$ cat config.mk
export PLATFORM = sky130hd
export DESIGN_NAME = stab_monitor
export DESIGN_NICKNAME = d
export VERILOG_FILES = /design/src/rtl/stab_pkg.sv /design/src/rtl/stab_input_sampler.sv /design/src/rtl/stab_window_ctr.sv /design/src/rtl/stab_violation_track.sv /design/src/rtl/stab_monitor.sv
export SDC_FILE = /design/constraint.sdc
export NUM_CORES = 1
export LEC_CHECK = 0
export ABC_CLOCK_PERIOD_IN_PS = 1750
export BUFFER_PORTS_ARGS = -buffer_cell sky130_fd_sc_hd__buf_2
export CORE_ASPECT_RATIO = 0.8
export CORE_MARGIN = 1
export CORE_UTILIZATION = 49
export CTS_BUF_LIST = sky130_fd_sc_hd__clkbuf_8
export DETAILED_ROUTE_END_ITERATION = 12
export PLACE_DENSITY = 0.76
export SETUP_SLACK_MARGIN = 0.4
export SYNTH_ARGS = -nofsm -noshare
export SYNTH_HDL_FRONTEND = slang
export SYNTH_SLANG_ARGS = --single-unit
$ cat constraint.sdc
create_clock -name clk -period 1.75 [get_ports clk]
set_input_delay 0.4375 -clock clk [delete_from_list [all_inputs] [get_ports clk]]
set_output_delay 0.4375 -clock clk [all_outputs]
set_load 0.02 [all_outputs]
$ cat src/rtl/stab_pkg.sv
package stab_pkg;
  localparam int unsigned STAB_CNT_W = 16;

  typedef enum logic {
    ARM_IDLE  = 1'b0,
    ARM_WATCH = 1'b1
  } arm_state_t;
endpackage

$ cat src/rtl/stab_input_sampler.sv
module stab_input_sampler #(
  parameter int unsigned W = 2
) (
  input  logic         clk,
  input  logic         rst,
  input  logic [W-1:0] d,
  output logic [W-1:0] q
);
  // One flop per lane; reset loads the live value so leaving reset
  // never shows up as an edge or a change.
  for (genvar i = 0; i < W; i++) begin : g_lane
    always_ff @(posedge clk) begin
      q[i] <= d[i];
    end
  end
endmodule

$ cat src/rtl/stab_window_ctr.sv
module stab_window_ctr #(
  parameter int unsigned CNT_W = stab_pkg::STAB_CNT_W
) (
  input  logic             clk,
  input  logic             rst,
  input  logic             load,
  input  logic [CNT_W-1:0] len,
  output logic             active_o,
  output logic             expired_o
);
  localparam logic [CNT_W-1:0] ZERO = '0;
  localparam logic [CNT_W-1:0] ONE  = {{(CNT_W-1){1'b0}}, 1'b1};

  logic [CNT_W-1:0] cnt_q;
  logic [CNT_W-1:0] cnt_d;

  always_comb begin
    if (load)              cnt_d = len;
    else if (cnt_q != ZERO) cnt_d = cnt_q - ONE;
    else                   cnt_d = ZERO;
  end

  always_ff @(posedge clk) begin
    if (rst) cnt_q <= ZERO;
    else     cnt_q <= cnt_d;
  end

  assign active_o  = (cnt_q != ZERO);
  assign expired_o = (cnt_q == ZERO);

  p_load_r1: assert property (@(posedge clk) disable iff (rst)
    load |=> cnt_q == $past(len));
  p_count_down_r4: assert property (@(posedge clk) disable iff (rst)
    (!load && cnt_q != ZERO) |=> cnt_q == $past(cnt_q) - ONE);
  p_hold_zero_r4: assert property (@(posedge clk) disable iff (rst)
    (!load && cnt_q == ZERO) |=> cnt_q == ZERO);
endmodule

$ cat src/rtl/stab_violation_track.sv
module stab_violation_track (
  input  logic clk,
  input  logic rst,
  input  logic rise,
  input  logic chg,
  input  logic expired,
  output logic armed_o,
  output logic viol_o,
  output logic sticky_o
);
  import stab_pkg::*;

  arm_state_t st_q;
  logic       hit;

  assign hit = (st_q == ARM_WATCH) && expired && chg && !rise;

  always_ff @(posedge clk) begin
    if (rst) begin
      st_q     <= ARM_IDLE;
      viol_o   <= 1'b0;
      sticky_o <= 1'b0;
    end else begin
      if (rise) st_q <= ARM_WATCH;
      viol_o   <= hit;
      sticky_o <= sticky_o | hit;
    end
  end

  assign armed_o = (st_q == ARM_WATCH);

  p_sticky_holds_r8: assert property (@(posedge clk) disable iff (rst)
    sticky_o |=> sticky_o);
  p_pulse_sets_sticky_r8: assert property (@(posedge clk) disable iff (rst)
    viol_o |-> sticky_o);
  p_stays_armed_r1: assert property (@(posedge clk) disable iff (rst)
    (st_q == ARM_WATCH) |=> (st_q == ARM_WATCH));
endmodule

$ cat src/rtl/stab_monitor.sv
module stab_monitor #(
  parameter int unsigned CNT_W = stab_pkg::STAB_CNT_W
) (
  input  logic             clk,
  input  logic             rst,
  input  logic             trig_i,
  input  logic             sig_i,
  input  logic [CNT_W-1:0] win_len_i,
  output logic             viol_o,
  output logic             viol_sticky_o,
  output logic             win_active_o
);
  localparam int unsigned LANES = 2;
  localparam int unsigned L_TRIG = 0;
  localparam int unsigned L_SIG  = 1;

  logic [LANES-1:0] live;
  logic [LANES-1:0] prev;
  logic             rise;
  logic             chg;
  logic             expired;
  logic             armed;

  assign live[L_TRIG] = trig_i;
  assign live[L_SIG]  = sig_i;

  stab_input_sampler #(.W(LANES)) u_smp (
    .clk (clk),
    .rst (rst),
    .d   (live),
    .q   (prev)
  );

  assign rise = live[L_TRIG] & ~prev[L_TRIG];
  assign chg  = live[L_SIG] ^ prev[L_SIG];

  stab_window_ctr #(.CNT_W(CNT_W)) u_win (
    .clk       (clk),
    .rst       (rst),
    .load      (rise),
    .len       (win_len_i),
    .active_o  (win_active_o),
    .expired_o (expired)
  );

  stab_violation_track u_trk (
    .clk      (clk),
    .rst      (rst),
    .rise     (rise),
    .chg      (chg),
    .expired  (expired),
    .armed_o  (armed),
    .viol_o   (viol_o),
    .sticky_o (viol_sticky_o)
  );

  p_unarmed_quiet_r7: assert property (@(posedge clk) disable iff (rst)
    !armed |=> !viol_o);
  p_window_quiet_r2: assert property (@(posedge clk) disable iff (rst)
    win_active_o |=> !viol_o);
  p_rise_quiet_r6: assert property (@(posedge clk) disable iff (rst)
    rise |=> !viol_o);
endmodule

=== Yosys cells after proc, flatten, opt, wreduce, memory -nomap -nowiden ===
Index checks and enable logic that the tools add are counted.

* Output and inout bits: 3
* Flip-flop bits (word level): 21

* Bitwise operators: 4
* Reduce and logical (&&, ||, !) cells: 6
* Mux-type cells: 2
* Add/sub/neg operators: 1

{| class="wikitable"
|+ Operators by type and width
! cell !! number
|-
| $mux 16 || 2
|-
| $logic_not 16->1 || 1
|-
| $reduce_bool 16->1 || 1
|-
| $sub 16x1->16 const B || 1
|-
| $logic_and 1x1->1 || 3
|-
| $and 1x1->1 || 1
|-
| $logic_not 1->1 || 1
|-
| $not 1->1 || 1
|-
| $or 1x1->1 || 1
|-
| $xor 1x1->1 || 1
|}

=== Logic depth before layout (Yosys ltp) ===
* Depth after elaboration: 5
* Depth in mapped cells: 7
* Depth with buffers taken out: 6

=== Cells and area by module ===
A second synthesis with hierarchy kept.

* Cells, all modules: 112
* Area, all modules: 1037.2 um^2

{| class="wikitable"
|+ Modules (own cells, without submodules)
! module !! instances !! area an instance (um^2) !! cells each
|-
| stab_window_ctr || 1 || 893.4 || 99
|-
| stab_violation_track || 1 || 88.8 || 9
|-
| stab_input_sampler || 1 || 40.0 || 2
|-
| stab_monitor || 1 || 15.0 || 2
|}

=== Worst setup path after synthesis ===
OpenSTA, ideal clock, no wires.

* Path type: register to register
* Start: register u_win.cnt_q[0]
* End: register u_trk.sticky_o
* Setup time: 0.070 ns
* Stages on the path, launching flop included: 7
* Setup slack: 0.079 ns
* Data arrival time: 1.601 ns
* Buffers on the path: 0
* Path through: dfxtp_1 > inv_1 > ha_1 > nor4b_2 > nand4_2 > or3_1 > a21oi_1

* Word-level cells in the longest chain between the ends: 5

{| class="wikitable"
|+ RTL lines
! what !! line !! text
|-
| start, declared || stab_window_ctr.sv:14 || <nowiki>logic [CNT_W-1:0] cnt_q;</nowiki>
|-
| start signal, assigned || stab_window_ctr.sv:25 || <nowiki>else cnt_q <= cnt_d;</nowiki>
|-
| $logic_not 16->1 || stab_window_ctr.sv:29 || <nowiki>assign expired_o = (cnt_q == ZERO);</nowiki>
|-
| $logic_and 1x1->1 (3 in a row) || stab_violation_track.sv:16 || <nowiki>assign hit = (st_q == ARM_WATCH) && expired && chg && !rise;</nowiki>
|-
| $or 1x1->1 || stab_violation_track.sv:26 || <nowiki>sticky_o <= sticky_o | hit;</nowiki>
|-
| end signal, assigned || stab_violation_track.sv:26 ||
|-
| end, declared || stab_violation_track.sv:9 || <nowiki>output logic sticky_o</nowiki>
|}

Every way passes these cells.
A chain may end at the register's enable or synchronous reset.

=== Worst setup path after layout ===
* Start: register u_win.cnt_q[0]
* End: output win_active_o

* Word-level cells in the longest chain between the ends: 1

{| class="wikitable"
|+ RTL lines
! what !! line !! text
|-
| $reduce_bool 16->1 || stab_window_ctr.sv:28 || <nowiki>assign active_o = (cnt_q != ZERO);</nowiki>
|-
| end, declared || stab_monitor.sv:11 || <nowiki>output logic win_active_o</nowiki>
|}

Every way passes these cells.

==> flow_results.org <==
** Detailed routing
- The final layout contains routed wiring with a total length of around 2700 um.
- WL per Instance :: around 15 um
- The count of nets left with antenna violations once routing finished came out at 0.
- DRC :: 0
- For this block, the initial DRC count from the detailed router was 29.
- Across all layers, the routed design uses slightly below 1000 vias.
- Via density per instance :: 5.33
- First-pass iteration count of the detailed router :: 4

** Outcome
- Violated checks :: negative setup slack
- The flow ran to the end, but the final reports show violations.

** Timing
- Between clock sinks in the finished design, the worst skew comes to 0.00522 ns.
- The count of pins over their slew limit was 0.
- Final TNS setup :: -0.0680 ns
- Setup repair after global routing could not meet its margin everywhere.
- Worst slew slack as a fraction of its limit :: between 50% and 60%
- For the pin with the worst max-slew slack, the measured transition is 0.745 ns.
- Number of failing setup endpoints in the final timing report :: 2
- Final min period :: roughly 1.8 ns
- Setup ws final :: -0.0539 ns
- The number of hold violations in the final report came to 0.
- Share of the clock period used by the worst path after layout :: 103%
- For this run, the top clock speed supported by timing is 554 MHz.

** Layout
- Most frequent standard cell in the layout excluding fill and tap cells :: sky130_fd_sc_hd__buf_2
- From synthesis to final layout, the design area changed by 58.2%.
- Total inserted antenna cells :: 0
- Cells fill 83.6% of the core in the end.
- Fraction of layout instances using a drive strength above 1 :: a little over half
- Fin nets :: roughly 180
- Layout Cells excl Fill :: between 150 and 200
- Leading cell types in the layout, fill and taps excluded :: sky130_fd_sc_hd__buf_2, sky130_fd_sc_hd__nand2_1, sky130_fd_sc_hd__buf_4, sky130_fd_sc_hd__dfxtp_1, sky130_fd_sc_hd__o21ai_2

** Critical path
- Crit. End Element :: output port
- Of all nets on the critical path, the largest fanout is 2.
- Crit path arrival time :: ~1.4 ns
- Start-to-end type of the worst setup path :: reg2out
- STA classifies the critical path startpoint as a register.
- Req. time, crit path :: 1.31 ns

** Global routing
- Grt met3 use :: 7.61%
- Entering global routing, the biggest net connects 14 pins.
- The global routing stage identified its most utilized layer as met2.
- Total global routing overflow :: 0
- Number of global-route vias before repair :: 843
- Global routing used around a third of the available met1 tracks.
- Total global-route track usage :: between 20% and 30%
- Global routing consumed, on the met2 layer, 38.2% of the routing resources.
- First-pass GRT wire length :: 4060 um
- Initial antenna violation count :: 0

** Clock tree
- TritonCTS built the clock tree.
- Clk root buf :: sky130_fd_sc_hd__clkbuf_8
- The clock reaches the later pin of the worst-skew pair after 0.27 ns.
- Clock-pin slew was measured on the worst setup and hold paths at 0.07 ns.
- Clock Sink Count :: 21
- CTS H-tree lvls :: 1
- Largest buffer count on any clock path :: 2
- CTS buffer count :: 3

** Logic synthesis
- Mapped Area :: 1010 um2
- After synthesis, flip-flops and latches occupy 41.7% of the total area.
- The synthesized design contains 21 register bits.
- The cell count after synthesis came out at approximately 110.
- Mean instance size in the synthesized netlist :: 9.00 um2
- The number of nets in the synthesized netlist is about 130.
- Ranked by total cell area, the synthesized netlist is headed by sky130_fd_sc_hd__dfxtp_1, sky130_fd_sc_hd__xor2_1, sky130_fd_sc_hd__nand2_1, sky130_fd_sc_hd__o21ai_0, sky130_fd_sc_hd__nor4_4.
- Warning count from the yosys run :: 0
- Synth cell types :: 29
- Leading area contributor after synthesis :: sky130_fd_sc_hd__dfxtp_1
- Synth top area share :: a little over two fifths

** Die
- In this run the horizontal extent of the chip is 52.7 um.
- The initial utilization of the core area, before any placement, comes to 52.8%.
- The floorplan step defined a die boundary enclosing 2240 um2.
- In this run the core area contains 14 standard-cell rows.
- Die Span Y :: 42.6 um
- In this run the count of I/O pins placed on the die edge is 23.
- Standard cell core area :: between 1500 and 2000 um2

** Place
- Port buffering added 22 buffers.
- Detailed placement finished with a half-perimeter wire length of 1490 um.
- In this run, placement finished with an instance count of 160.
- At the end of routability-driven placement, the weighted congestion stood at about 0.82.

** Power
- Total power of the final layout :: 2130 uW
- For this design the static power due to leakage is 0.000641 uW.
- For this design the ratio of total power to cell area is 1330 nW/um2.
- IR drop worst, VDD :: approximately 0.0012 V

** Hold path
- The min-delay analysis places its worst path in the category in2reg.

** Run
- MaxCap Viol Count :: 0
-- path summary, 6_finish.rpt --
kind	start	to	slack, ns	cells past startpoint
setup / recovery	u_win.cnt_q[0]$_SDFF_PP0_	win_active_o	-0.05	5
hold / removal	sig_i	u_smp.q[1]$_DFF_P_	0.30	1
setup reg to reg	u_win.cnt_q[7]$_SDFF_PP0_	u_win.cnt_q[15]$_SDFF_PP0_	-0.01	6
hold reg to reg	u_trk.sticky_o$_SDFF_PP0_	u_trk.sticky_o$_SDFF_PP0_	0.45	2
-- final cells by class --
type | count | area, um2
timing repair buffer | 45 | 319
inverter | 3 | 16.3
sequential | 21 | 433
multi-input combinational | 86 | 752
clock buffer | 3 | 41.3
clock inverter | 1 | 3.75
tap | 24 | 30.0
fill | 109 | 314
-- Yosys cell counts (all sizes together) --
master and count:
nor3b 2, ha 2, a21oi 2, nand2b 1, xnor2 3, nand2 19, nand4b 2, nand3 3
nor3 2, nor4b 1, or3 3, xor2 9, dfxtp 21, inv 3, nand3b 1, nand4 4
clkbuf 3, o21ai 13, nor2 9, nor2b 2, o31a 1, a311oi 2, nor4 4
-- critical path, cell delays in order, from the launching register on --
cell and delay (ns):
sky130_fd_sc_hd__dfxtp_4 0.36, sky130_fd_sc_hd__inv_4 0.06, sky130_fd_sc_hd__ha_4 0.12, sky130_fd_sc_hd__nor4b_4 0.26, sky130_fd_sc_hd__nand4_4 0.15, sky130_fd_sc_hd__buf_6 0.16
-- through the flow --
| step | hold WS [ns] | cell area (um2) | setup slack, ns |
|---|---|---|---|
| 6_report | 0.300 | 1600 | -0.0539 |
| 3_5_place_dp | 0.439 | 1220 | 0.0908 |
| 2_1_floorplan | 0.438 | 1060 | 0.154 |
| 3_3_place_gp | 0.433 | 1220 | 0.111 |
| 5_1_grt | 0.300 | 1600 | -0.131 |
| 4_1_cts | 0.301 | 1440 | -0.0160 |
-- kinds of logic (layout without fill, tap and decap cells) --
logic type | count (synthesis) | count (layout) | share of synthesized area (%)
simple gates | 53 | 54 | 32.3
compound gates | 18 | 18 | 10.8
buf+inv | 6 | 52 | 2.36
fa+ha+maj | 2 | 2 | 2.48
flops | 21 | 21 | 41.7
xor+xnor | 12 | 12 | 10.4
-- power breakdown --
group / total [uW] / switching [uW] / leakage, uW / internal (uW)
clock: 318 / 161 / 0.0000269 / 157
combinational: 1070 / 486 / 0.000438 / 587
sequential: 738 / 156 / 0.000176 / 582
total: 2130 / 803 / 0.000641 / 1330
-- state kept, by name, summed over array words and instances, names as in the netlist --
register        flops
u_smp.q             2
u_trk.armed_o       1
u_trk.sticky_o      1
u_trk.viol_o        1
u_win.cnt_q        16
-- metal layers --
layer	part of all wire, %	vias up
met2	51	22
met4	0.76	0
met5	0	-
met1	44	461
met3	4.0	4
li1	-	489
-- repair_timing --
action | CTS | global route
endpoints found under the setup margin | 17 | 19
gates cloned | 1 | 0
pin swaps | 10 | 21
gates resized for setup | 18 | 38
hold endpoints to repair | 0 | 0
buffers inserted | 12 | 6
hold buffers | 0 | 0
Power figures use the tool's default switching activity.
